[src/rtl/pix_pack_pkg.sv]
package pix_pack_pkg;
  typedef enum logic {ST_HDR, ST_PAY} pack_state_e;
  localparam int BEAT_BYTES = 8;
  localparam int PIX_BYTES  = 3;
endpackage

[src/rtl/pix_byte_accum.sv]
module pix_byte_accum (
  input  logic        clk_i,
  input  logic        rst_ni,
  input  logic        push_i,
  input  logic [23:0] pix_i,
  input  logic        pop_i,
  output logic [63:0] beat_o,
  output logic        full_o
);
  // valid bytes sit at the top of acc_q, oldest byte first
  logic [79:0] acc_q, acc_d, shifted;
  logic [3:0]  cnt_q, cnt_d, base;
  logic [6:0]  sh;

  always_comb begin
    shifted = pop_i ? (acc_q << 64) : acc_q;
    base    = pop_i ? (cnt_q - 4'd8) : cnt_q;
    sh      = {base, 3'b000};
    acc_d   = push_i ? (shifted | ({pix_i, 56'd0} >> sh)) : shifted;
    cnt_d   = push_i ? (base + 4'd3) : base;
  end

  always_ff @(posedge clk_i or negedge rst_ni) begin
    if (!rst_ni) begin
      acc_q <= '0;
      cnt_q <= '0;
    end else begin
      acc_q <= acc_d;
      cnt_q <= cnt_d;
    end
  end

  assign beat_o = acc_q[79:16];
  assign full_o = (cnt_q >= 4'd8);
endmodule

[src/rtl/pix_line_seq.sv]
module pix_line_seq
  import pix_pack_pkg::*;
#(
  parameter int LINE_PIXELS = 1280,
  parameter int FRAME_LINES = 720
) (
  input  logic        clk_i,
  input  logic        rst_ni,
  input  logic        fire_i,
  input  logic        take_i,
  output pack_state_e state_o,
  output logic        last_beat_o,
  output logic        pix_avail_o,
  output logic [15:0] line_o,
  output logic [15:0] frame_o
);
  localparam int BEATS = LINE_PIXELS * PIX_BYTES / BEAT_BYTES;
  localparam int BW    = (BEATS > 1) ? $clog2(BEATS) : 1;
  localparam int LW    = (FRAME_LINES > 1) ? $clog2(FRAME_LINES) : 1;
  localparam int PW    = $clog2(LINE_PIXELS + 1);

  pack_state_e state_q;
  logic [BW-1:0] beat_q;
  logic [LW-1:0] line_q;
  logic [PW-1:0] px_q;
  logic [15:0]   frame_q;

  assign last_beat_o = (state_q == ST_PAY) && (beat_q == BW'(BEATS - 1));
  assign pix_avail_o = (state_q == ST_PAY) && (px_q != PW'(LINE_PIXELS));

  always_ff @(posedge clk_i or negedge rst_ni) begin
    if (!rst_ni) begin
      state_q <= ST_HDR;
      beat_q  <= '0;
      line_q  <= '0;
      px_q    <= '0;
      frame_q <= '0;
    end else begin
      if (take_i) px_q <= px_q + 1'b1;
      if (fire_i) begin
        if (state_q == ST_HDR) begin
          state_q <= ST_PAY;
          beat_q  <= '0;
        end else if (last_beat_o) begin
          state_q <= ST_HDR;
          px_q    <= '0;
          if (line_q == LW'(FRAME_LINES - 1)) begin
            line_q  <= '0;
            frame_q <= frame_q + 16'd1;
          end else begin
            line_q <= line_q + 1'b1;
          end
        end else begin
          beat_q <= beat_q + 1'b1;
        end
      end
    end
  end

  assign state_o = state_q;
  assign line_o  = 16'(line_q);
  assign frame_o = frame_q;
endmodule

[src/rtl/pix_udp_packer.sv]
module pix_udp_packer
  import pix_pack_pkg::*;
#(
  parameter int          LINE_PIXELS = 1280,
  parameter int          FRAME_LINES = 720,
  parameter logic [31:0] MAGIC       = 32'h5649_4430
) (
  input  logic        clk_i,
  input  logic        rst_ni,
  input  logic [23:0] pix_i,
  input  logic        pix_valid_i,
  output logic        pix_ready_o,
  output logic [63:0] m_tdata_o,
  output logic [7:0]  m_tkeep_o,
  output logic        m_tlast_o,
  output logic        m_tvalid_o,
  input  logic        m_tready_i
);
  pack_state_e state;
  logic        last_beat, pix_avail, acc_full, fire, take, pop;
  logic [15:0] line_no, frame_no;
  logic [63:0] acc_beat;

  assign m_tvalid_o  = (state == ST_HDR) || acc_full;
  assign fire        = m_tvalid_o && m_tready_i;
  assign pop         = fire && (state == ST_PAY);
  assign pix_ready_o = pix_avail && m_tready_i;
  assign take        = pix_ready_o && pix_valid_i;

  pix_line_seq #(
    .LINE_PIXELS(LINE_PIXELS),
    .FRAME_LINES(FRAME_LINES)
  ) u_seq (
    .clk_i      (clk_i),
    .rst_ni     (rst_ni),
    .fire_i     (fire),
    .take_i     (take),
    .state_o    (state),
    .last_beat_o(last_beat),
    .pix_avail_o(pix_avail),
    .line_o     (line_no),
    .frame_o    (frame_no)
  );

  pix_byte_accum u_acc (
    .clk_i (clk_i),
    .rst_ni(rst_ni),
    .push_i(take),
    .pix_i (pix_i),
    .pop_i (pop),
    .beat_o(acc_beat),
    .full_o(acc_full)
  );

  assign m_tdata_o = (state == ST_HDR) ? {MAGIC, frame_no, line_no} : acc_beat;
  assign m_tkeep_o = 8'hFF;
  assign m_tlast_o = last_beat;
endmodule

[config.mk]
export PLATFORM = sky130hd
export DESIGN_NAME = pix_udp_packer
export DESIGN_NICKNAME = d
export VERILOG_FILES = /design/src/rtl/pix_pack_pkg.sv /design/src/rtl/pix_byte_accum.sv /design/src/rtl/pix_line_seq.sv /design/src/rtl/pix_udp_packer.sv
export SDC_FILE = /design/constraint.sdc
export NUM_CORES = 1
export LEC_CHECK = 0
export BUFFER_PORTS_ARGS = -buffer_cell sky130_fd_sc_hd__buf_2
export CAP_MARGIN = 15
export CORE_ASPECT_RATIO = 1.1
export CORE_MARGIN = 3
export CORE_UTILIZATION = 31
export DETAILED_ROUTE_END_ITERATION = 7
export GPL_TIMING_DRIVEN = 1
export HOLD_SLACK_MARGIN = 0.06
export PLACE_DENSITY = 0.54
export SLEW_MARGIN = 5
export SYNTH_ARGS = -nofsm -noshare
export SYNTH_HDL_FRONTEND = slang
export SYNTH_SLANG_ARGS = --single-unit
[constraint.sdc]
create_clock -name clk_i -period 3.6 [get_ports clk_i]
set_input_delay 0.72 -clock clk_i [delete_from_list [all_inputs] [get_ports clk_i]]
set_output_delay 0.72 -clock clk_i [all_outputs]
set_load 0.005 [all_outputs]
After elaboration in Yosys (flattened, before gate mapping) --
Index checks and enable logic that the tools add are counted.
Cells by class: div/mod/pow operators 0, multiplexer cells 14, add/subtract/negate cells 6, magnitude comparators 1, eq/ne operators 4, $mul 0, shift operators 1, reduce and logical (&&, ||, !) cells 10, bitwise operators 2
Operator list (number):
- $mux 80 | 2
- $or 80x80->80 | 1
- $shr 80x7->80 | 1
- $mux 64 | 1
- $mux 11 | 4
- $mux 9 | 2
- $add 16x1->16 const B | 1
- $add 11x1->11 const B | 1
- $ne 11x11->1 const B | 1
- $add 10x1->10 const B | 1
- $eq 10x10->1 const B | 1
- $mux 10 | 1
- $add 9x1->9 const B | 1
- $eq 9x9->1 const B | 1
- $mux 4 | 2
- $logic_and 1x1->1 | 6
- $add 4x2->4 const B | 1
- $ge 4x4->1 const B | 1
- $reduce_and 4->1 | 1
- $sub 4x4->4 const B | 1
- $reduce_and 3->1 | 1
- $mux 1 | 2
- $ne 2x2->1 const B | 1
- $reduce_and 2->1 | 1
- other kinds (2) | 2
Word-level totals: RAM bits 0, latch bits 0, input port bits 28, memories 0, ROM bits 0, word-level logic and storage cells 45, register bits 131

Depth between registers and ports, before layout --
Gate-level depths: netlist (run 1).
word-level depth 8, mapped depth 9, gate-level depth less buffers 7

Modules after synthesis --
From an unflattened synthesis (run 1), not the netlist that was laid out.
Unflattened totals: cell total of the unflattened synthesis 733, area, all modules 7676.1 µm²
By module, submodules not included:
- pix_byte_accum | cells each 401, area an instance 4406.7 µm², seq. area each 2102.0 µm², times used 1
- pix_line_seq | cells each 247, area an instance 2539.9 µm², seq. area each 1176.1 µm², times used 1
- pix_udp_packer | cells each 85, area an instance 729.4 µm², seq. area each 0.0 µm², times used 1

Least setup slack after synthesis (run 1) --
No wires, ideal clock.
kind input port to flip-flop, from input m_tready_i, to register u_acc.acc_q[77], setup time 0.078 ns, slack 1.559 ns, stages 8, data arrival time 1.963 ns, path through buf_2 nand3_1 a31oi_2 nor2b_1 buf_2 and2_1 buf_2 o2bb2ai_1
Between the ends: longest elaborated chain between the ends 6
RTL lines:
- start, declared | line pix_udp_packer.sv:17 | input logic m_tready_i
- $logic_and 1x1->1 | line pix_udp_packer.sv:25 | assign fire = m_tvalid_o && m_tready_i;
- $logic_and 1x1->1 | line pix_udp_packer.sv:26 | assign pop = fire && (state == ST_PAY);
- $mux 4 | line pix_byte_accum.sv:17 | base = pop_i ? (cnt_q - 4'd8) : cnt_q;
- $shr 80x7->80 | line pix_byte_accum.sv:19 | acc_d = push_i ? (shifted | ({pix_i, 56'd0} >> sh)) : shifted;
- $or 80x80->80 | line pix_byte_accum.sv:19
- $mux 80 * | line pix_byte_accum.sv:19
- named net u_acc.acc_d[77] | line pix_byte_accum.sv:11 | logic [79:0] acc_q, acc_d, shifted;
- end signal, assigned | line pix_byte_accum.sv:25 | acc_q <= '0;
- end signal, assigned | line pix_byte_accum.sv:28 | acc_q <= acc_d;
- end, declared | line pix_byte_accum.sv:11
Mark *: on every way through the listed nets, which the timed path passes. The rest lies on a longest branch. A chain may end at the register's enable or synchronous reset.

Worst setup path after layout (run 1) --
from register u_seq.beat_q[0], to output m_tlast_o
Between the ends: longest elaborated chain between the ends 2
RTL lines:
- start, declared | line pix_line_seq.sv:23 | logic [BW-1:0] beat_q;
- start signal, assigned | line pix_line_seq.sv:54 | beat_q <= beat_q + 1'b1;
- $eq 9x9->1 | line pix_line_seq.sv:28 | assign last_beat_o = (state_q == ST_PAY) && (beat_q == BW'(BEATS - 1));
- $logic_and 1x1->1 | line pix_line_seq.sv:28
- end, declared | line pix_udp_packer.sv:15 | output logic m_tlast_o,
No other way between the ends.

==> results of run 1 <==
registers in the layout, indices dropped and copies added, names as in the netlist:
name           cells
u_seq.state_o      1
u_seq.beat_q       9
u_seq.px_q        11
u_acc.acc_q       80
u_seq.frame_o     16
u_acc.cnt_q        4
u_seq.line_q      10
stage by stage:
| stage | power, W | cells | hold WS [ps] | worst slack, ps | instance area (um^2) |
|---|---|---|---|---|---|
| floorplan | 0.00362 | 667 | 424 | 1560 | 6760 |
| global placement | 0.00447 | 1006 | 468 | 1060 | 7460 |
| detailed placement | 0.00449 | 1006 | 474 | 1010 | 7460 |
| CTS | 0.00649 | 1038 | 291 | 869 | 8130 |
| global route | 0.00685 | 1038 | 308 | 702 | 8130 |
| finish | 0.00643 | 1038 | 274 | 870 | 8130 |
layout make-up:
type                       count  area (um^2)  share of cell area
clock buffer                  21          470              0.0579
multi-input combinational    479         3220               0.396
tap                          285          357              0.0439
timing repair buffer         105          581              0.0714
sequential                   131         3280               0.404
inverter                       6         22.5             0.00277
clock inverter                11          198              0.0243
synthesized netlist by cell type (all sizes together), types with 8 or more instances:
cell type	instances	area share
and2	30	0.028
o2bb2ai	24	0.031
clkbuf	28	0.016
mux2i	12	0.018
a21boi	8	0.0089
o22ai	16	0.015
a22o	57	0.074
buf	23	0.020
xor2	12	0.016
a21oi	13	0.0097
a22oi	8	0.0089
nand2b	12	0.011
nand3	18	0.013
o21ai	25	0.019
xnor2	21	0.027
nand2	64	0.036
dfrtp	131	0.49
mux2	28	0.047
nor2b	12	0.011
nor2	60	0.033
cells by family (layout without fill, tap and decap cells):
group	Yosys count	count (layout)
fa+ha+maj	6	6
xor+xnor	33	33
compound gates	156	156
mux	40	40
other cells	1	8
buf+inv	57	143
simple gates	236	236
flops	131	131
layer usage:
metal	global-route usage	up-vias
met5	0	-
met4	0.0423	0
met3	0.0406	18
met2	0.276	149
met1	0.227	2680
li1	-	2500
power by group through the flow:
| stage | Combinational (W) | Sequential, W | Clock (W) |
|---|---|---|---|
| 6_report | 0.00216 | 0.00230 | 0.00198 |
| 3_5_place_dp | 0.00218 | 0.00231 | 0 |
| 2_1_floorplan | 0.00146 | 0.00216 | 0 |
| 3_3_place_gp | 0.00216 | 0.00231 | 0 |
| 4_1_cts | 0.00218 | 0.00230 | 0.00201 |
| 5_1_grt | 0.00240 | 0.00237 | 0.00208 |
worst max path at each step:
| stage | endpoint | slack (ps) | depth (start not counted) |
|---|---|---|---|
| finish | m_tlast_o | 870 | 4 |
| global route | m_tlast_o | 700 | 4 |
| CTS | m_tdata_o[21] | 870 | 3 |
| detailed placement | u_seq.frame_o[13] | 1010 | 5 |
| global placement | u_seq.frame_o[13] | 1060 | 5 |
| floorplan | u_acc.acc_q[77] | 1560 | 8 |
layout by cell type (no fill, tap or decap), types with 2 or more instances in the layout:
cell type  netlist  final
nor2_1          60     60
nor2b_1         12     12
nor4_1           4      4
o22ai_1         16     16
clkbuf_8         0      3
mux2i_1         12     12
and2_1          29     29
conb_1           1      8
nor4_4           3      3
nor3_2           2      2
buf_12           0      2
ha_1             6      6
and3_1           7      7
o2bb2ai_1       24     24
xor2_1          12     12
nand4_1          6      6
a22oi_1          8      8
dfrtp_1        131    130
nand3_1         18     17
a22o_1          57     57
nor3_1           4      4
nand2_1         64     64
buf_2           11     93
clkinv_4         0      2
inv_6            0      2
clkbuf_16        0     17
and4_1           4      4
inv_1            5      5
nand2b_1        12     12
buf_4            8     10
a21oi_1         13     13
bufinv_16        0      5
mux2_2          28     28
or2_1            2      2
xnor2_1         21     21
o211ai_1         2      2
a21boi_0         8      8
o21ai_0         25     25
==> run summary, run 1 <==
reg2reg start - u_seq.state_o
CTS resizes - 0
H-tree depth - 4
fraction of layout cells with a size suffix above 1 - 0.231
final design utilization - 0.388
Synth async-reset ratio - 1.00
Largest stage delay, worst path - 510 ps
synth warn - 0
R2R setup slack - 1130 ps
register share of total power - 0.357
area grow syn2layout - 20.7%
Peak Freq - 366 MHz
XOR/XNOR Fraction of Synth Area - 0.0429
Post-Synth Simple-Gate Area - 0.182
crit path buf inv count - 1
# IOs - 103
Final Hold Viols - 0
Routed WL - 19600 um
Top Family by Delay on Critical Path - simple AND/OR/NAND/NOR gates
# port buffers - 94
# rows - 55
CTS Hold Bufs - 0
drt pass-1 iters - 5
Clock power frac - 0.307
unrepaired setup endpoints after global routing - no
switching share of power - 0.338
CTS tree - done
Starting Density - 0.322
DR iter-0 viols - 404
CP Capture Type - output pin
crit-path max FO - 6
initial antenna violation count - 0
min cycle time layout - 2730 ps
area of the mapped netlist - 6730 um^2
met2 WL - 9460 um
met3 wire length - 905 um
setup TNS - 0 ps
vias in the first global route - 5572
Worst-Margin Slew - 872 ps
grt total ovfl - 0
Die Y - 161 um
worst skew pair latency - 430 ps
Die W - 147 um
peak supply drop - 363 uV
Synth Area in Adders - 0.0112
Pwr Density - 792 nW/um^2
fillers - 2153
CP arrival - 2010 ps
Synth Area in Compound Gates - 0.173
Max clock buf depth - 2
Rel. slew slack - 0.419
largest family of logic cells by synthesized area - simple AND/OR/NAND/NOR gates
EDFF count, synth - 0
Antenna Cells - 0
outcome - finished, final reports clean
Via Count - 5347
overall routing resource usage - 0.169
Slowest-stage cell, CP - nor4_1
# Post-CTS Setup Buffers - 0
Psw - 0.00218 W
largest net degree at the start of global routing - 82
clock skew - 11.5 ps
Max-cap violations - 0
post-synthesis mux area share - 0.0647
reg-to-reg endpoint - u_seq.frame_o[13]
Crit Path Category - register to output pin
die area - 23500 um^2
count of state elements after synthesis - 131
Synth Flop Type - dfrtp_1
nets - 774
Via density - 5.15
HP Class - input pin to asynchronous set/reset pin
distinct cell type count after synthesis - 48
clock-pin slew on the worst setup and hold paths - 60 ps
Tcrit/Tclk final - 0.758
Post-route DRC - 0
cells on worst reg2reg path - 5
Pins Over Slew Limit - 0
static leakage - 3.78 nW
crit path cell chain - ha_1 > nand4_1 > nor4_1 > buf_2
Seq/Total Area, Yosys - 0.487
Core Box Area - 20900 um^2
clk sink count - 131
Setup crit start kind - register
max layer used - met4
Comb power frac - 0.336
Mapped Avg Cell Area - 10.2 um^2
Routed Antenna Nets - 0
first-pass GRT wire length - 31400 um
Req. time, crit path - 2880 ps
GP Congestion - 0.827
final setup fails - 0
dpl hpwl - 13900 um
number of CTS-inserted buffers - 17
Wirelength per Cell - 18.9 um
Pint - 0.00426 W
Post-Syn Instances - 660
clock root buffer master - clkbuf_16
Worst Setup SP - u_seq.beat_q[0]
DRT met1 WL - 9020 um
No activity file was read; power rests on OpenSTA's default activity.
==> inputs of run 2 (changes only) <==
--- a/config.mk
+++ b/config.mk
@@ -13,7 +13,7 @@
 export DETAILED_ROUTE_END_ITERATION = 7
 export GPL_TIMING_DRIVEN = 1
 export HOLD_SLACK_MARGIN = 0.06
-export PLACE_DENSITY = 0.54
+export PLACE_DENSITY = 0.55
 export SLEW_MARGIN = 5
 export SYNTH_ARGS = -nofsm -noshare
 export SYNTH_HDL_FRONTEND = slang
==> constraint.sdc (replaced) <==
create_clock -name clk_i -period 2.5 [get_ports clk_i]
set_input_delay 0.5 -clock clk_i [delete_from_list [all_inputs] [get_ports clk_i]]
set_output_delay 0.5 -clock clk_i [all_outputs]
set_load 0.005 [all_outputs]
==> run summary, run 2 (synthesis gave the netlist of run 1 again) <==
# port buffers - 94
fillers - 2164
# Post-CTS Setup Buffers - 0
Rel. slew slack - 0.510
hold path start - pix_i[5]
Peak Freq - 430 MHz
Final Hold Viols - 0
Worst-Margin Slew - 728 ps
Via density - 5.04
crit-path max FO - 5
Max clock buf depth - 2
unrepaired setup endpoints after global routing - no
Hold Path Depth - 2
# rows - 55
number of CTS-inserted buffers - 17
clock skew - 7.82 ps
clock-pin slew on the worst setup and hold paths - 60 ps
dpl hpwl - 13800 um
clk sink count - 131
clock root buffer master - clkbuf_16
nets - 781
Crit Path Category - register to output pin
Routed Antenna Nets - 0
Starting Density - 0.322
largest net degree at the start of global routing - 56
peak supply drop - 439 uV
Post-route DRC - 0
reg2reg start - u_seq.px_q[0]
setup TNS - 0 ps
commonest non-fill, non-tap cell in the layout - dfrtp_1
# IOs - 103
GP Congestion - 0.841
CP arrival - 1830 ps
min cycle time layout - 2330 ps
Setup crit start kind - register
Hold Path End - u_acc.acc_q[5]
vias in the first global route - 5214
Tcrit/Tclk final - 0.931
Max-cap violations - 0
Top reg by flops - u_acc.acc_q
Antenna Cells - 0
static leakage - 3.77 nW
worst skew pair latency - 420 ps
Via Count - 5268
die area - 23500 um^2
drt pass-1 iters - 5
R2R setup slack - 200 ps
placed insts - 1012
Pins Over Slew Limit - 0
overall routing resource usage - 0.162
CP Capture Type - output pin
max FFs per register - 80
cells on worst reg2reg path - 8
Core Box Area - 20900 um^2
Routed WL - 18800 um
Die W - 147 um
H-tree depth - 4
DR iter-0 viols - 370
Req. time, crit path - 2000 ps
reg-to-reg endpoint - u_acc.acc_q[6]
first-pass GRT wire length - 30000 um
initial antenna violation count - 0
non-filler cells, final - 1045
Die Y - 161 um
grt total ovfl - 0
commonest non-fill, non-tap cells in the layout - dfrtp_1 (130), buf_2 (93), nand2_1 (64)
fraction of layout cells with a size suffix above 1 - 0.239
CTS tree - done
HP Class - input pin to register
area grow syn2layout - 20.6%
Pwr Density - 1100 nW/um^2
Wirelength per Cell - 18.0 um
final setup fails - 0
outcome - finished, final reports clean
run 2: routing by layer:
metal | track usage | part of all wire | wire [um]
met5 | 0 | 0 | 0
met4 | 0.0432 | 0.015 | 280
met3 | 0.0372 | 0.046 | 867
met2 | 0.252 | 0.47 | 8740
met1 | 0.229 | 0.47 | 8890
run 2: worst max-delay path: stages, from the launching register on:
cell,delay [ps]
dfrtp_1,430
inv_1,80
ha_1,130
nor4b_1,380
a31oi_1,200
buf_2,170
run 2: layout make-up:
class | instances | area (um^2) | area share
multi-input cells | 479 | 3230 | 0.397
inverters | 6 | 22.5 | 0.00277
clock buffers | 17 | 425 | 0.0524
clock inverters | 15 | 159 | 0.0196
well taps | 285 | 357 | 0.0439
repair buffers | 112 | 648 | 0.0799
flip-flops and latches | 131 | 3280 | 0.404
run 2: how the worst max path moves through the flow:
stage               slack, ps                end  cells after the start       startpoint
floorplan                 510    u_acc.acc_q[72]                      9    u_seq.px_q[0]
global placement          260  u_seq.frame_o[13]                      6  u_seq.beat_q[0]
detailed placement        240     u_acc.acc_q[5]                      8    u_seq.px_q[0]
CTS                       130          m_tlast_o                      4  u_seq.beat_q[0]
global route               10     u_acc.acc_q[4]                      8    u_seq.px_q[0]
finish                    170        pix_ready_o                      5    u_seq.px_q[0]
run 2: power breakdown:
part	internal, W	switching, W
Combinational	0.00149	0.00164
Clock	0.00147	0.000994
Sequential	0.00281	0.000513
Total	0.00577	0.00315
run 2: metrics by stage:
| step | instance area [um^2] | total power (W) | setup slack, ps | utilization | hold WS [ps] |
|---|---|---|---|---|---|
| finish | 8120 | 0.00892 | 172 | 0.388 | 372 |
| global route | 8120 | 0.00952 | 14.0 | 0.388 | 379 |
| CTS | 8110 | 0.00902 | 125 | 0.388 | 361 |
| detailed placement | 7520 | 0.00651 | 241 | 0.359 | 468 |
| global placement | 7520 | 0.00649 | 259 | 0.359 | 465 |
| floorplan | 6760 | 0.00522 | 513 | - | 204 |
run 2: timing repair:
action,4_1_cts,5_1_grt
endpoints found under the hold margin,27,0
resized for setup,0,1
endpoints found under the setup margin,0,1
hold buffers,1,0
==> inputs of run 3 (changes only) <==
==> constraint.sdc (replaced) <==
create_clock -name clk_i -period 1.95 [get_ports clk_i]
set_input_delay 0.39 -clock clk_i [delete_from_list [all_inputs] [get_ports clk_i]]
set_output_delay 0.39 -clock clk_i [all_outputs]
set_load 0.005 [all_outputs]
==> run summary, run 3 (synthesis gave the netlist of run 1 again) <==
DR iter-0 viols - 376
clock-pin slew on the worst setup and hold paths - 60 ps
Crit. path cell count - 5
Setup crit start kind - register
non-filler cells, final - 1093
initial antenna violation count - 0
number of CTS-inserted buffers - 17
Routed Antenna Nets - 0
Max-cap violations - 0
unrepaired setup endpoints after global routing - yes
outcome - complete, but fails checks
final setup fails - 36
Req. time, crit path - 1560 ps
Top Family by Delay on Critical Path - simple AND/OR/NAND/NOR gates
crit path cell chain - ha_2 > nand4_1 > buf_4 > nor4_4 > buf_2
Final Hold Viols - 0
clock skew - 9.30 ps
Pwr Density - 1370 nW/um^2
Starting Density - 0.322
Wirelength per Cell - 18.2 um
commonest non-fill, non-tap cell in the layout - dfrtp_1
static leakage - 4.19 nW
first-pass GRT wire length - 31100 um
Antenna Cells - 0
Rel. slew slack - 0.640
crit-path max FO - 2
max layer used - met4
nets - 829
clk sink count - 131
worst skew pair latency - 420 ps
Worst Slack Setup Final - -142 ps
H-tree depth - 4
Post-route DRC - 0
peak supply drop - 642 uV
Hold Path Depth - 2
commonest non-fill, non-tap cells in the layout - dfrtp_1 (130), buf_2 (80), nor2_1 (60), nand2_1 (60), a22o_1 (57)
clock root buffer master - clkbuf_16
Max clock buf depth - 2
Crit Path Category - register to output pin
# port buffers - 94
Largest stage delay, worst path - 350 ps
fillers - 2080
final design utilization - 0.421
CP arrival - 1700 ps
cells on worst reg2reg path - 6
crit path buf inv count - 2
largest net degree at the start of global routing - 50
drt pass-1 iters - 5
Die W - 147 um
area grow syn2layout - 30.9%
met3 wire length - 942 um
grt total ovfl - 0
Die Y - 161 um
failing checks - setup timing
met2 WL - 9360 um
Peak Freq - 478 MHz
overall routing resource usage - 0.168
Routed WL - 19900 um
max FFs per register - 80
Via density - 5.06
Core Box Area - 20900 um^2
Tcrit/Tclk final - 1.07
dpl hpwl - 14100 um
# rows - 55
# IOs - 103
Design Area, Final - 8810 um^2
placed insts - 1050
HP Class - input pin to register
GP Congestion - 0.848
vias in the first global route - 5493
fraction of layout cells with a size suffix above 1 - 0.298
Slowest-stage cell, CP - dfrtp_1
DRT met1 WL - 9270 um
min cycle time layout - 2090 ps
Area after DPL - 7840 um^2
Top reg by flops - u_acc.acc_q
CP Capture Type - output pin
Pins Over Slew Limit - 0
CTS tree - done
Worst-Margin Slew - 537 ps
Via Count - 5529
die area - 23500 um^2
[run 3: cell count changes in the layout (fill, tap and decap cells not counted), sizes merged]
cell,change
clkinv,-3
clkinvlp,-1
clkbuf,+2
buf,+46
inv,+4
[run 3: per-stage QoR]
stage          hold WS (ps)  power, W  setup TNS [ps]  setup WS (ps)
6_report                264    0.0121           -1180           -142
5_1_grt                 266    0.0129           -5210           -218
4_1_cts                 242    0.0120           -1830           -114
3_5_place_dp            374   0.00855               0           12.8
3_3_place_gp            375   0.00851           -62.5          -52.7
2_1_floorplan          94.4   0.00670           -23.8          -12.0
[run 3: cell type report]
cell class                 count  area (um^2)  area share
clock buffer                  17          425      0.0483
clock inverter                15          173      0.0196
multi-input combinational    479         3360       0.382
tap                          285          357      0.0405
inverter                       6         22.5     0.00256
timing repair buffer         160         1190       0.135
sequential                   131         3280       0.372
[run 3: where the power goes]
part	leakage, nW	internal (W)	switching, W
registers	1.64	0.00360	0.000614
logic	2.25	0.00234	0.00226
clock network	0.289	0.00192	0.00135
total	4.19	0.00786	0.00422
[run 3: routing by layer]
layer,vias up,GRT usage
met4,0,0.0518
met2,142,0.265
li1,2631,-
met3,20,0.0389
met1,2736,0.232
met5,-,0
[run 3: worst paths after layout]
path | from | slack (ps) | endpoint
min in group asynchronous | rst_ni | 470 | u_seq.px_q[8]
hold / removal | pix_i[6] | 260 | u_acc.acc_q[6]
setup / recovery | u_seq.beat_q[0] | -140 | m_tlast_o
setup reg to reg | u_seq.beat_q[0] | -80 | u_seq.line_q[6]
max in group asynchronous | rst_ni | 850 | u_seq.line_q[8]
hold reg to reg | u_seq.frame_o[15] | 470 | u_seq.frame_o[15]
[run 3: timing repair]
item                                    4_1_cts  5_1_grt
hold buffers                                  1        0
pin swaps                                     4        3
endpoints found under the hold margin        26        0
buffers inserted                              4        3
gates resized for setup                      18       33
cloned                                        1        3
endpoints found under the setup margin       30       96
